$ cat src/rtl/bitband_pkg.sv
package bitband_pkg;

  typedef enum logic [2:0] {
    ST_IDLE,
    ST_RD,
    ST_MOD,
    ST_WR,
    ST_PASS,
    ST_RESP
  } bb_state_e;

  typedef enum logic [1:0] {
    K_PASS,
    K_ALIAS,
    K_ERR
  } bb_kind_e;

  localparam logic [1:0] SZ_BYTE = 2'd0;
  localparam logic [1:0] SZ_HALF = 2'd1;
  localparam logic [1:0] SZ_WORD = 2'd2;
  localparam logic [1:0] SZ_BAD  = 2'd3;

endpackage

$ cat src/rtl/bitband_window.sv
// Decodes one alias window: hit test, target word address, bit index.
module bitband_window #(
  parameter int ADDR_W = 32,
  parameter int REGION_LOG2 = 20,
  parameter logic [ADDR_W-1:0] ALIAS_BASE = 32'h2200_0000,
  parameter logic [ADDR_W-1:0] REGION_BASE = 32'h2000_0000
) (
  input  logic [ADDR_W-1:0] addr,
  output logic              hit,
  output logic [ADDR_W-1:0] word_addr,
  output logic [4:0]        bit_idx,
  output logic [1:0]        lane
);
  localparam int ALIAS_LOG2 = REGION_LOG2 + 5;

  logic [ADDR_W:0] diff;

  assign diff = {1'b0, addr} - {1'b0, ALIAS_BASE};
  // no borrow and below the window span
  assign hit = !diff[ADDR_W] && (diff[ADDR_W-1:ALIAS_LOG2] == '0);
  // 32 alias bytes per region byte, word-aligned target
  assign word_addr = REGION_BASE + ADDR_W'({diff[ALIAS_LOG2-1:7], 2'b00});
  // byte lane in bits 6:5, bit within byte in bits 4:2
  assign bit_idx = diff[6:2];
  assign lane = diff[1:0];

endmodule

$ cat src/rtl/bitband_bitop.sv
// Single-bit insert and extract on one data word.
module bitband_bitop #(
  parameter int DATA_W = 32,
  parameter int IDX_W = $clog2(DATA_W)
) (
  input  logic [DATA_W-1:0] word,
  input  logic [IDX_W-1:0]  idx,
  input  logic              val,
  output logic [DATA_W-1:0] new_word,
  output logic              bit_out
);
  always_comb begin
    new_word = word;
    new_word[idx] = val;
  end

  assign bit_out = word[idx];

endmodule

$ cat src/rtl/bitband_ctrl.sv
// Sequencer: idle, read, modify, write-back, pass-through and response.
module bitband_ctrl
  import bitband_pkg::*;
(
  input  logic      clk,
  input  logic      rst,
  input  logic      start,
  input  bb_kind_e  kind,
  input  logic      new_write,
  input  logic      cur_write,
  output bb_state_e state,
  output logic      ready,
  output logic      lock,
  output logic      rsp_valid
);
  bb_state_e nxt;
  logic      nxt_locked;

  always_comb begin
    nxt = state;
    unique case (state)
      ST_IDLE: begin
        if (start) begin
          unique case (kind)
            K_ALIAS: nxt = ST_RD;
            K_PASS:  nxt = ST_PASS;
            default: nxt = ST_RESP;
          endcase
        end
      end
      ST_RD:   nxt = ST_MOD;
      ST_MOD:  nxt = cur_write ? ST_WR : ST_RESP;
      ST_WR:   nxt = ST_RESP;
      ST_PASS: nxt = cur_write ? ST_RESP : ST_MOD;
      ST_RESP: nxt = ST_IDLE;
      default: nxt = ST_IDLE;
    endcase
  end

  always_comb begin
    nxt_locked = 1'b0;
    if (nxt == ST_RD || nxt == ST_MOD || nxt == ST_WR)
      nxt_locked = (state == ST_IDLE) ? new_write : cur_write;
  end

  always_ff @(posedge clk) begin
    if (rst) begin
      state     <= ST_IDLE;
      ready     <= 1'b1;
      lock      <= 1'b0;
      rsp_valid <= 1'b0;
    end else begin
      state     <= nxt;
      ready     <= (nxt == ST_IDLE);
      lock      <= nxt_locked;
      rsp_valid <= (nxt == ST_RESP);
    end
  end

  AST_LOCK_NOT_IDLE: assert property (@(posedge clk) disable iff (rst)
    ready |-> !lock);
  AST_RSP_ONE_CYCLE: assert property (@(posedge clk) disable iff (rst)
    rsp_valid |=> !rsp_valid);

endmodule

$ cat src/rtl/bitband_xlate.sv
// Alias-window translator between a request/ready master and a sync memory.
module bitband_xlate
  import bitband_pkg::*;
#(
  parameter int ADDR_W = 32,
  parameter int NUM_WIN = 2,
  parameter int REGION_LOG2 = 20,
  parameter logic [NUM_WIN*ADDR_W-1:0] ALIAS_BASES  = {32'h4200_0000, 32'h2200_0000},
  parameter logic [NUM_WIN*ADDR_W-1:0] REGION_BASES = {32'h4000_0000, 32'h2000_0000}
) (
  input  logic              clk,
  input  logic              rst,
  input  logic              req_valid,
  output logic              req_ready,
  input  logic              req_write,
  input  logic [1:0]        req_size,
  input  logic [ADDR_W-1:0] req_addr,
  input  logic [31:0]       req_wdata,
  output logic              rsp_valid,
  output logic              rsp_err,
  output logic [31:0]       rsp_rdata,
  output logic              mem_en,
  output logic              mem_we,
  output logic [ADDR_W-1:0] mem_addr,
  output logic [3:0]        mem_be,
  output logic [31:0]       mem_wdata,
  input  logic [31:0]       mem_rdata,
  output logic              bus_lock
);
  localparam int DATA_W = 32;
  localparam int BE_W = DATA_W / 8;
  localparam int IDX_W = $clog2(DATA_W);

  // window decode
  logic [NUM_WIN-1:0] win_hit;
  logic [ADDR_W-1:0]  win_addr [NUM_WIN];
  logic [IDX_W-1:0]   win_idx  [NUM_WIN];
  logic [1:0]         win_lane [NUM_WIN];

  for (genvar w = 0; w < NUM_WIN; w++) begin : g_win
    bitband_window #(
      .ADDR_W(ADDR_W),
      .REGION_LOG2(REGION_LOG2),
      .ALIAS_BASE(ALIAS_BASES[w*ADDR_W +: ADDR_W]),
      .REGION_BASE(REGION_BASES[w*ADDR_W +: ADDR_W])
    ) u_win (
      .addr(req_addr),
      .hit(win_hit[w]),
      .word_addr(win_addr[w]),
      .bit_idx(win_idx[w]),
      .lane(win_lane[w])
    );
  end

  logic              sel_hit;
  logic [ADDR_W-1:0] sel_addr;
  logic [IDX_W-1:0]  sel_idx;
  logic [1:0]        sel_lane;

  // lowest-numbered window wins on overlap
  always_comb begin
    sel_hit  = 1'b0;
    sel_addr = '0;
    sel_idx  = '0;
    sel_lane = '0;
    for (int w = NUM_WIN - 1; w >= 0; w--) begin
      if (win_hit[w]) begin
        sel_hit  = 1'b1;
        sel_addr = win_addr[w];
        sel_idx  = win_idx[w];
        sel_lane = win_lane[w];
      end
    end
  end

  // request classification
  bb_kind_e        acc_kind;
  logic [BE_W-1:0] pass_be;

  always_comb begin
    acc_kind = K_PASS;
    if (req_size == SZ_BAD) begin
      acc_kind = K_ERR;
    end else if (sel_hit) begin
      acc_kind = (req_size == SZ_WORD && sel_lane == 2'b00) ? K_ALIAS : K_ERR;
    end else begin
      unique case (req_size)
        SZ_HALF: if (req_addr[0]) acc_kind = K_ERR;
        SZ_WORD: if (|req_addr[1:0]) acc_kind = K_ERR;
        default: ;
      endcase
    end
  end

  always_comb begin
    unique case (req_size)
      SZ_BYTE: pass_be = BE_W'(1) << req_addr[1:0];
      SZ_HALF: pass_be = req_addr[1] ? BE_W'(4'b1100) : BE_W'(4'b0011);
      default: pass_be = '1;
    endcase
  end

  // sequencer
  bb_state_e state;
  logic      accept;
  logic      wr_q;

  assign accept = req_valid && req_ready;

  bitband_ctrl u_ctrl (
    .clk(clk),
    .rst(rst),
    .start(accept),
    .kind(acc_kind),
    .new_write(req_write),
    .cur_write(wr_q),
    .state(state),
    .ready(req_ready),
    .lock(bus_lock),
    .rsp_valid(rsp_valid)
  );

  // datapath registers
  logic              alias_q;
  logic [ADDR_W-1:0] addr_q;
  logic [IDX_W-1:0]  idx_q;
  logic              setval_q;
  logic [DATA_W-1:0] wdata_q;
  logic [BE_W-1:0]   be_q;
  logic [DATA_W-1:0] rd_word_q;
  logic [DATA_W-1:0] wr_word_q;
  logic [DATA_W-1:0] rsp_rdata_q;
  logic              rsp_err_q;
  logic [DATA_W-1:0] mod_word;
  logic              mod_bit;

  bitband_bitop #(.DATA_W(DATA_W), .IDX_W(IDX_W)) u_bitop (
    .word(mem_rdata),
    .idx(idx_q),
    .val(setval_q),
    .new_word(mod_word),
    .bit_out(mod_bit)
  );

  always_ff @(posedge clk) begin
    if (rst) begin
      wr_q        <= 1'b0;
      alias_q     <= 1'b0;
      addr_q      <= '0;
      idx_q       <= '0;
      setval_q    <= 1'b0;
      wdata_q     <= '0;
      be_q        <= '0;
      rd_word_q   <= '0;
      wr_word_q   <= '0;
      rsp_rdata_q <= '0;
      rsp_err_q   <= 1'b0;
    end else begin
      if (accept) begin
        wr_q        <= req_write;
        alias_q     <= (acc_kind == K_ALIAS);
        addr_q      <= sel_hit ? sel_addr : {req_addr[ADDR_W-1:2], 2'b00};
        idx_q       <= sel_idx;
        setval_q    <= req_wdata[0];
        wdata_q     <= req_wdata;
        be_q        <= pass_be;
        rsp_err_q   <= (acc_kind == K_ERR);
        rsp_rdata_q <= '0;
      end
      if (state == ST_MOD) begin
        rd_word_q <= mem_rdata;
        wr_word_q <= mod_word;
        if (!wr_q) rsp_rdata_q <= alias_q ? DATA_W'(mod_bit) : mem_rdata;
      end
    end
  end

  // memory port decoded from registered state
  assign mem_en    = (state == ST_RD) || (state == ST_WR) || (state == ST_PASS);
  assign mem_we    = (state == ST_WR) || ((state == ST_PASS) && wr_q);
  assign mem_addr  = addr_q;
  assign mem_wdata = (state == ST_WR) ? wr_word_q : wdata_q;
  assign mem_be    = (state == ST_WR) ? '1 : be_q;
  assign rsp_rdata = rsp_rdata_q;
  assign rsp_err   = rsp_err_q;

  AST_RMW_SAME_WORD: assert property (@(posedge clk) disable iff (rst)
    (mem_en && mem_we && bus_lock) |->
      ($past(mem_en, 2) && !$past(mem_we, 2) && $past(mem_addr, 2) == mem_addr));
  AST_RMW_ONE_BIT: assert property (@(posedge clk) disable iff (rst)
    (mem_en && mem_we && bus_lock) |-> ($countones(mem_wdata ^ rd_word_q) <= 1));
  AST_ERR_NO_MEM: assert property (@(posedge clk) disable iff (rst)
    (rsp_valid && rsp_err) |-> !$past(mem_en));
  AST_ONE_OUTSTANDING: assert property (@(posedge clk) disable iff (rst)
    rsp_valid |-> !req_ready);
  AST_ALIAS_RD_BIT0: assert property (@(posedge clk) disable iff (rst)
    (rsp_valid && alias_q && !wr_q) |-> (rsp_rdata[DATA_W-1:1] == '0));

endmodule

$ cat config.mk
export PLATFORM = sky130hd
export DESIGN_NAME = bitband_xlate
export DESIGN_NICKNAME = d
export VERILOG_FILES = /design/src/rtl/bitband_pkg.sv /design/src/rtl/bitband_window.sv /design/src/rtl/bitband_bitop.sv /design/src/rtl/bitband_ctrl.sv /design/src/rtl/bitband_xlate.sv
export SDC_FILE = /design/constraint.sdc
export NUM_CORES = 1
export LEC_CHECK = 0
export ABC_AREA = 0
export ABC_CLOCK_PERIOD_IN_PS = 3500
export BUFFER_PORTS_ARGS = -buffer_cell sky130_fd_sc_hd__buf_2
export CAP_MARGIN = 20
export CORE_UTILIZATION = 50
export DETAILED_ROUTE_END_ITERATION = 8
export PLACE_DENSITY = 0.86
export SYNTH_ARGS = -nofsm -noshare
export SYNTH_HDL_FRONTEND = slang
export SYNTH_HIERARCHICAL = 1
export SYNTH_SLANG_ARGS = --single-unit
$ cat constraint.sdc
create_clock -name clk -period 3.5 [get_ports clk]
set_input_delay 0.7 -clock clk [delete_from_list [all_inputs] [get_ports clk]]
set_output_delay 0.7 -clock clk [all_outputs]
set_load 0.005 [all_outputs]
== Word level (Yosys, flattened, before mapping) ==
Cells that the tools add are included.
Cells by class
  $add $sub $neg: 4
  order comparisons: 2
  equal/unequal tests: 13
  shifts and indexed selects: 1
  multiplexer cells: 34
  bitwise operators: 1
  reductions and logical operators: 22
Operator list (count)
  two-way mux 32 bit: 8
  subtractor 32 x 30 -> 33 bit (second input constant): 1
  subtractor 32 x 31 -> 33 bit (second input constant): 1
  adder 31 x 20 -> 32 bit (first input constant): 1
  bitwise mux 32 bit: 1
  adder 30 x 20 -> 31 bit (first input constant): 1
  one-hot mux 3 bit (5 select lines): 1
  zero test 7 bit: 2
  two-way mux 2 bit: 7
  equality test 3 x 2 -> 1 bit (second input constant): 4
  two-way mux 5 bit: 2
  two-way mux 3 bit: 3
  two-way mux 4 bit: 2
  one-hot mux 4 bit (2 select lines): 1
  equality test 2 bit (second input constant): 3
  equality test 3 x 1 -> 1 bit (second input constant): 2
  equality test 3 bit (second input constant): 2
  logical AND 1 bit: 6
  zero test 2 bit: 3
  zero test 3 bit: 2
  less-than comparator 5 x 6 -> 1 bit (second input constant): 1
  one-hot mux 3 bit (2 select lines): 1
  binary-select mux 1 bit (select 5 bit): 1
  demux 1 bit (select 5 bit): 1
  9 further kinds: 20
Storage, ports and cells
  flip-flop bits (word level): 147
  input bits: 102
  logic and storage cells: 91

== Longest topological paths before layout ==
Gate-level depths: netlist (run 1).
  depth in word-level cells: 19
  depth in mapped cells: 9
  mapped depth without buffers: 8

== Hierarchy ==
Netlist (run 1), hierarchy kept.
By module, submodules not included
  bitband_xlate: times used 1, cells each 757, area an instance 6349.8 um^2, seq. area each 2802.7 um^2
  bitband_bitop: times used 1, cells each 139, area an instance 1049.8 um^2, seq. area each 0.0 um^2
  bitband_window at g_win[0].u_win: times used 1, cells each 43, area an instance 324.1 um^2, seq. area each 0.0 um^2
  bitband_window at g_win[1].u_win: times used 1, cells each 44, area an instance 322.8 um^2, seq. area each 0.0 um^2
  bitband_ctrl: times used 1, cells each 27, area an instance 301.5 um^2, seq. area each 120.1 um^2

== Worst setup path after synthesis (run 1) ==
Ideal clock, no wire load.
  path type: input port to flip-flop
  start: in req_addr[29]
  end: reg u_ctrl.lock
  setup time: 0.103 ns
  data arrival time: 2.892 ns
  path slack: 0.505 ns
  stages on the path: 9
  buffers on the path: 1
  cell sequence: or3_1 -> nor4_2 -> clkbuf_1 -> or4b_1 -> a21oi_2 -> a31oi_1 -> nand2b_1 -> a221o_1 -> a2111oi_2
Between the ends
  longest elaborated chain between the ends: 19
Ends and longest elaborated chain
  start: declaration: RTL line bitband_xlate.sv:17  | input logic [ADDR_W-1:0] req_addr,
  subtractor 32 x 31 -> 33 bit *: RTL line bitband_window.sv:18  | assign diff = {1'b0, addr} - {1'b0, ALIAS_BASE};
  zero test 7 bit or zero test 1 bit (tied branches): RTL line bitband_window.sv:20  | assign hit = !diff[ADDR_W] && (diff[ADDR_W-1:ALIAS_LOG2] == '0);
  logical AND 1 bit *: RTL line bitband_window.sv:20
  net win_hit[1]: RTL line bitband_xlate.sv:35  | logic [NUM_WIN-1:0] win_hit;
  two-way mux 2 bit (2 in a row): RTL line bitband_xlate.sv:67  | if (win_hit[w]) begin
  zero test 2 bit: RTL line bitband_xlate.sv:85  | acc_kind = (req_size == SZ_WORD && sel_lane == 2'b00) ? K_ALIAS : K_ERR;
  logical AND 1 bit: RTL line bitband_xlate.sv:85
  two-way mux 2 bit: RTL line bitband_xlate.sv:85
  (+2 left out)
  net acc_kind[0]: RTL line bitband_xlate.sv:77  | bb_kind_e acc_kind;
  (+1 left out)
  one-hot mux 3 bit (2 select lines) *: RTL line bitband_ctrl.sv:24  | unique case (kind)
  two-way mux 3 bit *: RTL line bitband_ctrl.sv:23  | if (start) begin
  one-hot mux 3 bit (5 select lines) *: RTL line bitband_ctrl.sv:21  | unique case (state)
  equality test 3 x 1 -> 1 bit or equality test 3 x 2 -> 1 bit (tied branches): RTL line bitband_ctrl.sv:42  | if (nxt == ST_RD || nxt == ST_MOD || nxt == ST_WR)
  logical OR 1 bit: RTL line bitband_ctrl.sv:42
  logical OR 1 bit *: RTL line bitband_ctrl.sv:42
  NOT 1 bit (no source line) *
  OR reduction 2 bit (no source line) *
  end signal: assignment: RTL line bitband_ctrl.sv:55  | lock <= nxt_locked;
  end: declaration: RTL line bitband_ctrl.sv:13  | output logic lock,
The timed path passes the listed nets; every way through them passes the cells marked *.
A chain may end at the register's enable or synchronous reset.

== Final worst setup path (run 1) ==
  start: reg u_ctrl.state[2]
  end: out mem_wdata[2]
Between the ends
  longest elaborated chain between the ends: 2
Ends and longest elaborated chain
  start: declaration: RTL line bitband_ctrl.sv:11  | output bb_state_e state,
  start signal: assignment: RTL line bitband_ctrl.sv:53  | state <= nxt;
  equality test 3 x 2 -> 1 bit: RTL line bitband_xlate.sv:182  | assign mem_wdata = (state == ST_WR) ? wr_word_q : wdata_q;
  two-way mux 32 bit: RTL line bitband_xlate.sv:182
  end: declaration: RTL line bitband_xlate.sv:26  | output logic [31:0] mem_wdata,
No other way between the ends.

==> results of run 1 <==
==> cells by family after synthesis <==
family          count (synthesis)  share of synthesized area [%]
fa+ha+maj                       4                         0.5995
compound gates                193                          13.76
flops                         146                          35.01
other cells                     4                         0.1798
buf+inv                       166                          12.04
mux                           113                          14.99
simple gates                  384                          23.43
==> cells in the final DEF, fill, tap and decap left out, types with 3 or more instances in the layout <==
cell type,count
or3b_1,3
mux2i_1,17
o21ai_0,4
a21oi_1,129
inv_1,5
conb_1,28
clkinvlp_4,3
nor2b_1,4
nand3b_1,35
nand3_1,41
clkbuf_8,5
a211oi_1,3
nand2_1,178
nor3_1,18
ha_1,4
clkbuf_1,3
mux2_2,93
mux2_1,3
o211ai_1,32
clkbuf_16,17
nor2_1,31
or3_1,3
o221ai_1,5
nand2b_1,43
dfxtp_1,146
buf_2,206
buf_4,9
nor3_2,4
a221oi_1,8
==> power by group through the flow <==
stage | combinational [mW] | sequential (mW) | clock [mW]
after CTS | 1.44 | 2.12 | 1.72
after global placement | 1.39 | 2.14 | 0
after floorplan | 1.10 | 2.06 | 0
final | 1.45 | 2.12 | 1.69
after detailed placement | 1.43 | 2.15 | 0
after global routing | 1.59 | 2.16 | 1.79
==> flip-flops by register name, indices dropped and copies added (netlist names) <==
| signal | flops |
|---|---|
| u_ctrl/ready | 1 |
| u_ctrl/rsp_valid | 1 |
| mem_addr | 32 |
| rsp_err | 1 |
| wdata_q | 32 |
| wr_q | 1 |
| alias_q | 1 |
| be_q | 4 |
| u_ctrl/state | 3 |
| rsp_rdata | 32 |
| u_ctrl/lock | 1 |
| wr_word_q | 32 |
| idx_q | 5 |
==> per-layer routing <==
metal,vias to the layer above,global-route usage (%),share of wire [%]
met1,3435,31.42,45
met2,282,39.13,47
met3,47,5.671,6.2
met5,-,0,0
li1,3586,-,-
met4,0,9.542,2.4
==> cell type report <==
cell class	instances	area, sq um
sequential	146	2923
multi-input combinational	722	4551
timing repair buffer	217	1146
clock inverter	7	50.05
inverter	6	22.52
clock buffer	25	505.5
fill	1433	6648
tap	216	270.3
==> through the flow <==
step | cells | total power [mW] | util, % | hold slack (ps)
final | 1339 | 5.251 | 58.75 | 450.5
after global routing | 1339 | 5.537 | 58.75 | 472.2
after CTS | 1339 | 5.275 | 58.75 | 452.1
after detailed placement | 1307 | 3.579 | 55.30 | 443.9
after global placement | 1306 | 3.521 | 55.13 | 438.1
after floorplan | 1034 | 3.155 | - | 432.9
==> worst paths after layout <==
| path | startpoint | to | slack (ps) | depth (start not counted) |
|---|---|---|---|---|
| worst min-delay path | wdata_q[9]$_SDFFE_PP0P_ | wdata_q[9]$_SDFFE_PP0P_ | 450 | 2 |
| worst max-delay path | u_ctrl/state[2]$_SDFF_PP0_ | mem_wdata[2] | 640 | 4 |
| worst min register to register | wdata_q[9]$_SDFFE_PP0P_ | wdata_q[9]$_SDFFE_PP0P_ | 450 | 2 |
| worst max register to register | idx_q[4]$_SDFFE_PP0P_ | wr_word_q[27]$_SDFFE_PP0N_ | 1280 | 6 |
==> worst max-delay path, delay by kind of cell (launching register included) <==
kind	cells	cell delay, ps
flops	1	660
simple gates	1	200
buf+inv	2	470
mux	1	400
==> results_tabular.tex, run 1 <==
\begin{tabular}{lr}
\hline
Metric & Value \\
\hline
\multicolumn{2}{l}{\textbf{Power and ir drop}} \\
\quad Combinational share of power & 27.5\% \\
\quad Net switching share of the total power & 33.29\% \\
\quad Clk network pwr share & 32.1\% \\
\quad Pwr/cell area & 554.7 mW/mm\^{}2 \\
\quad Worst supply voltage drop on vdd & around 430 uV \\
\quad Seq pwr share & $\sim$40\% \\
\quad Leakage power & about 3.8 nW \\
\quad Int Power & about 3.5 mW \\
\quad Power dissipated by switching net loads & 1.748 mW \\
\multicolumn{2}{l}{\textbf{Final layout}} \\
\quad Final-stage net count & 1,216 \\
\quad Cell area after layout & 0.009468 sq mm \\
\quad Area grow syn2layout & 13.41\% \\
\quad Number of diodes added for antenna fixing & 0 \\
\quad Fraction of final layout cells sized beyond drive strength 1 & 32.15\% \\
\multicolumn{2}{l}{\textbf{Worst setup path}} \\
\quad Arr. time, crit path & 2160 ps \\
\quad CP endpoint kind & output pin \\
\quad Critical path required time & 2800 ps \\
\quad Type of the worst setup path & flop to output pin \\
\quad Biggest cell delay along the critical path & 660 ps \\
\quad Cell type of the slowest stage on the worst timing path & dfxtp\_1 \\
\quad Critical Path Start Type & flop \\
\quad Critical path cell sequence & nand3b\_1 -> buf\_4 -> mux2\_2 -> buf\_2 \\
\quad Max FO, Critical Path & 26 \\
\multicolumn{2}{l}{\textbf{Clock network}} \\
\quad Latest clock arrival within the worst-skew pair & approximately 430 ps \\
\quad Clock slew seen by the registers of the worst setup and hold paths & $\sim$60 ps \\
\quad Post-cts resize count & 0 \\
\quad CTS tree & done \\
\quad Buffer levels on the longest clock path & 2 \\
\quad Sinks on Clock Net & $\sim$150 \\
\quad Master cell of the clock root buffer & clkbuf\_16 \\
\quad Clock buffers created by TritonCTS & 17 \\
\quad Post-CTS Hold Fix Bufs & 0 \\
\quad Post-CTS setup buffers & 0 \\
\quad \# H-tree levels & 4 \\
\multicolumn{2}{l}{\textbf{Global routing}} \\
\quad Final global-route overflow total & 0 \\
\quad Number of global-route vias before repair & around 6,900 \\
\quad Antenna violations before repair & 0 \\
\quad First-pass GRT wire length & 34.10 mm \\
\quad Maximum number of pins on one net before global-route repair & 97 \\
\quad GRT Overall Usage & 24.35\% \\
\multicolumn{2}{l}{\textbf{Floorplan}} \\
\quad Initial core utilization & 51.80\% \\
\quad Standard-cell rows & 46 \\
\quad Top-Level Pins & 208 \\
\quad Die ar. & 0.01722 sq mm \\
\quad Floorplan die width & $\sim$130 um \\
\quad Placeable core area & 0.01612 sq mm \\
\quad Die height & around 130 um \\
\multicolumn{2}{l}{\textbf{Placement}} \\
\quad Post-placement setup slack & a little under 400 ps \\
\quad Input/output buffers & 207 \\
\quad Half-perimeter wire length after placement & 14.62 mm \\
\quad Cell area after placement & about 0.009 sq mm \\
\quad Global placer's final weighted congestion & 0.8929 \\
\multicolumn{2}{l}{\textbf{Detailed routing}} \\
\quad Via count of the routed design & 7,350 \\
\quad Antenna violation net count after detailed routing & 0 \\
\quad Remaining design rule violation count & 0 \\
\quad Routed wire per std cell & 15.84 um \\
\quad Via/cell ratio & about 5.5 \\
\quad First drt pass iteration count & 6 \\
\quad 1st-iter DRT viols & 604 \\
\quad Final WL & 21.20 mm \\
\multicolumn{2}{l}{\textbf{Yosys}} \\
\quad Netlist cell types & 56 \\
\quad Number of standard cells after synthesis & approximately 1,000 \\
\quad Share of Yosys cell area claimed by the top area cell type & 35.01\% \\
\quad Synth area leader & dfxtp\_1 \\
\quad List of most frequent post-synthesis cells & nand2\_1, dfxtp\_1, a21oi\_1 \\
\quad Most frequently used cell type in the post-synthesis netlist & nand2\_1 \\
\quad Number of enable flip-flop cells after synthesis & 0 \\
\quad Post-synthesis sequential area ratio & approximately a third \\
\quad Post-Syn Area per Cell & 8.265 sq um \\
\quad Synthesized cell area & roughly 0.0083 sq mm \\
\quad Yosys warns & 6 \\
\quad Register bit count reported by yosys & 146 \\
\quad Async SR Flop Fraction & 0\% \\
\quad Largest cells by area after synthesis & dfxtp\_1, mux2\_2, nand2\_1 \\
\quad Predominant post-synthesis flop cell & dfxtp\_1 \\
\multicolumn{2}{l}{\textbf{Timing}} \\
\quad Final setup violation count & 0 \\
\quad Achievable clock frequency & between 300 and 400 MHz \\
\quad Number of slew-limit violations in the final report & 0 \\
\quad Final worst-path cycle share & 81.74\% \\
\quad Endpoints failing hold & 0 \\
\quad Worst setup margin & 638.9 ps \\
\quad Post-Route Skew & 17.83 ps \\
\quad Worst slew margin relative to its limit & a little under a quarter \\
\quad Fin crit period & 2861 ps \\
\quad Setup TNS & 0 ps \\
\quad Unrepaired setup endpoints after global routing & false \\
\quad Measured slew at the worst slew-check pin & 1158 ps \\
\multicolumn{2}{l}{\textbf{Job}} \\
\quad Number of maximum-capacitance constraint violations & 0 \\
\multicolumn{2}{l}{\textbf{Outcome}} \\
\quad Status & complete, no violations \\
\multicolumn{2}{l}{\textbf{Min path}} \\
\quad Kind of path behind the tightest hold check & flop to flop \\
\hline
\end{tabular}
No activity file was read; power rests on OpenSTA's default activity.
==> run 2: changes to the inputs <==
ABC_CLOCK_PERIOD_IN_PS = 2400   (was 3500)
CORE_UTILIZATION = 49   (was 50)
PLACE_DENSITY = 0.87   (was 0.86)
clock period = 2.4 ns   (was 3.5 ns; I/O delays follow)
==> run 2 against run 1 <==
Utilization fell by 0.13 points; worst setup slack got worse by 540 ps; sequential cell count did not move; cell count rose by 1.9%; via count rose by 1.2%; clock-buffer cell count fell by 5; combinational power rose by 57%; non-clock buffer count rose by 21; largest power group unchanged; highest routed layer unchanged.
==> results_tabular.tex, run 2 (synthesis gave the netlist of run 1 again) <==
\begin{tabular}{lr}
\hline
Metric & Value \\
\hline
\multicolumn{2}{l}{\textbf{Floorplan}} \\
\quad Initial core utilization & 50.34\% (-1.5 points) \\
\quad Top-Level Pins & 208 (unchanged) \\
\quad Die height & 132.5 um (+1.0\%) \\
\quad Placeable core area & 0.01658 sq mm (+2.9\%) \\
\quad Standard-cell rows & 47 (+2.2\%) \\
\quad Floorplan die width & 132.5 um (+1.0\%) \\
\quad Die ar. & 0.01756 sq mm (+2.0\%) \\
\multicolumn{2}{l}{\textbf{Final layout}} \\
\quad Area grow syn2layout & 16.46\% \\
\quad Most common cell after layout, fill and taps aside & buf\_2 \\
\quad Fraction of final layout cells sized beyond drive strength 1 & 33.83\% (+1.7 points) \\
\quad Final-stage net count & 1,237 (+1.7\%) \\
\quad Most frequent cells in the layout & buf\_2, nand2\_1, dfxtp\_1 \\
\quad Fraction of the core area covered by cells at the end of the flow & 58.62\% (-0.13 points) \\
\multicolumn{2}{l}{\textbf{Timing}} \\
\quad Worst slew margin relative to its limit & 54.23\% (+31 points) \\
\quad Final worst-path cycle share & 95.83\% \\
\quad Measured slew at the worst slew-check pin & 685.6 ps (-472.1 ps) \\
\quad Final setup violation count & 0 (unchanged) \\
\quad Fin crit period & 2300 ps \\
\quad Number of slew-limit violations in the final report & 0 (unchanged) \\
\quad Hold Slack & 285.6 ps (-164.9 ps) \\
\quad Achievable clock frequency & 434.8 MHz \\
\quad Setup TNS & 0 ps (unchanged) \\
\quad Post-Route Skew & 11.27 ps (-6.558 ps) \\
\quad Endpoints failing hold & 0 (unchanged) \\
\multicolumn{2}{l}{\textbf{Worst setup path}} \\
\quad Worst reg2reg path depth & 7 (+1) \\
\quad CP endpoint kind & flop \\
\quad Critical Path Start Type & primary input \\
\quad Type of the worst setup path & primary input to flop \\
\quad Setup slack of the worst register-to-register path & 370 ps (-910 ps) \\
\quad Max FO, Critical Path & 4 (-85\%) \\
\quad Arr. time, crit path & 2670 ps (+510 ps) \\
\quad Critical path required time & 2770 ps (-30 ps) \\
\multicolumn{2}{l}{\textbf{Clock network}} \\
\quad Master cell of the clock root buffer & clkbuf\_16 \\
\quad Buffer levels on the longest clock path & 2 (unchanged) \\
\quad \# H-tree levels & 4 (unchanged) \\
\quad Latest clock arrival within the worst-skew pair & 430 ps (about the same) \\
\quad Clock buffers created by TritonCTS & 17 (unchanged) \\
\quad CTS tree & done \\
\quad Sinks on Clock Net & 146 (unchanged) \\
\quad Clock slew seen by the registers of the worst setup and hold paths & 60 ps (about the same) \\
\multicolumn{2}{l}{\textbf{Detailed routing}} \\
\quad 1st-iter DRT viols & 540 (-11\%) \\
\quad Routed wire per std cell & 15.61 um (-1.4\%) \\
\quad Via count of the routed design & 7,440 (+1.2\%) \\
\quad Antenna violation net count after detailed routing & 0 (unchanged) \\
\quad Via/cell ratio & 5.451 (-0.70\%) \\
\quad First drt pass iteration count & 7 (+1) \\
\quad Final WL & 21.30 mm (+0.47\%) \\
\quad Remaining design rule violation count & 0 (unchanged) \\
\multicolumn{2}{l}{\textbf{Global routing}} \\
\quad Final global-route overflow total & 0 (unchanged) \\
\quad Maximum number of pins on one net before global-route repair & 105 (+8.2\%) \\
\quad Number of global-route vias before repair & 6,784 (-1.4\%) \\
\quad GRT Overall Usage & 24.24\% (-0.11 points) \\
\quad First-pass GRT wire length & 34.37 mm (+0.79\%) \\
\quad Antenna violations before repair & 2 (+2) \\
\multicolumn{2}{l}{\textbf{Min path}} \\
\quad Number of cells on the worst hold path & 3 (+1) \\
\quad Kind of path behind the tightest hold check & primary input to flop \\
\multicolumn{2}{l}{\textbf{Placement}} \\
\quad Global placer's final weighted congestion & 0.8914 (-0.17\%) \\
\quad Half-perimeter wire length after placement & 14.84 mm (+1.5\%) \\
\quad Input/output buffers & 207 (unchanged) \\
\multicolumn{2}{l}{\textbf{Power and ir drop}} \\
\quad Worst supply voltage drop on vdd & 607.7 uV (+42\%) \\
\quad Leakage power & 3.937 nW (+4.0\%) \\
\quad Pwr/cell area & 822.4 mW/mm\^{}2 (+48\%) \\
\multicolumn{2}{l}{\textbf{Outcome}} \\
\quad Status & complete, no violations \\
\multicolumn{2}{l}{\textbf{Job}} \\
\quad Number of maximum-capacitance constraint violations & 0 (unchanged) \\
\hline
\end{tabular}
==> run 2: power breakdown <==
group / internal [mW] / switching [mW]
combinational: 0.951 / 1.31
sequential: 2.76 / 0.232
clock: 1.61 / 1.12
==> run 2: path summary, 6_finish.rpt <==
kind / startpoint / end
max: req_addr[29] / u_ctrl/ready$_SDFF_PP1_
min: req_wdata[15] / wdata_q[15]$_SDFFE_PP0P_
max reg2reg: idx_q[2]$_SDFFE_PP0P_ / rsp_rdata[0]$_SDFF_PP0_
min reg2reg: mem_addr[19]$_SDFFE_PP0P_ / mem_addr[19]$_SDFFE_PP0P_
==> run 2: what timing repair did <==
action | CTS | global route
endpoints found under the hold margin | 0 | 0
buffers inserted | 0 | 0
hold buffers | 0 | 0
gates resized for setup | 0 | 4
setup endpoints to repair | 0 | 3
==> run 2: routing by layer <==
layer	GRT usage (%)	routed length, um	vias to the layer above
li1	-	-	3640
met1	31.61	9564	3519
met2	39.36	9955	245
met3	5.249	1331	36
met4	8.748	453	0
met5	0	0	-
==> run 2: area by class of cell <==
type,instances,area [sq um]
multi-input combinational,722,4574
tap,220,275.3
timing repair buffer,238,1321
inverter,6,22.52
antenna,1,2.502
clock inverter,12,146.4
clock buffer,20,456.7
sequential,146,2923
fill,1446,6862
==> run 2: metrics by stage <==
step	cells	power (mW)	setup WS [ps]	cell area, sq um
2_1_floorplan	1034	4.602	-319.8	8439
3_3_place_gp	1332	5.221	-330.4	9092
3_5_place_dp	1332	5.280	-378.5	9092
4_1_cts	1364	8.006	80.46	9696
5_1_grt	1364	8.399	-15.02	9719
6_report	1365	7.996	100.0	9722
==> run 2: worst max-delay path, cell delays in order <==
cell and delay [ps]:
buf_2 110, or3_4 390, nor4_4 150, or4b_4 490
a21oi_2 150, a31oi_1 70, or2_2 320, a211oi_4 330
a31o_1 190
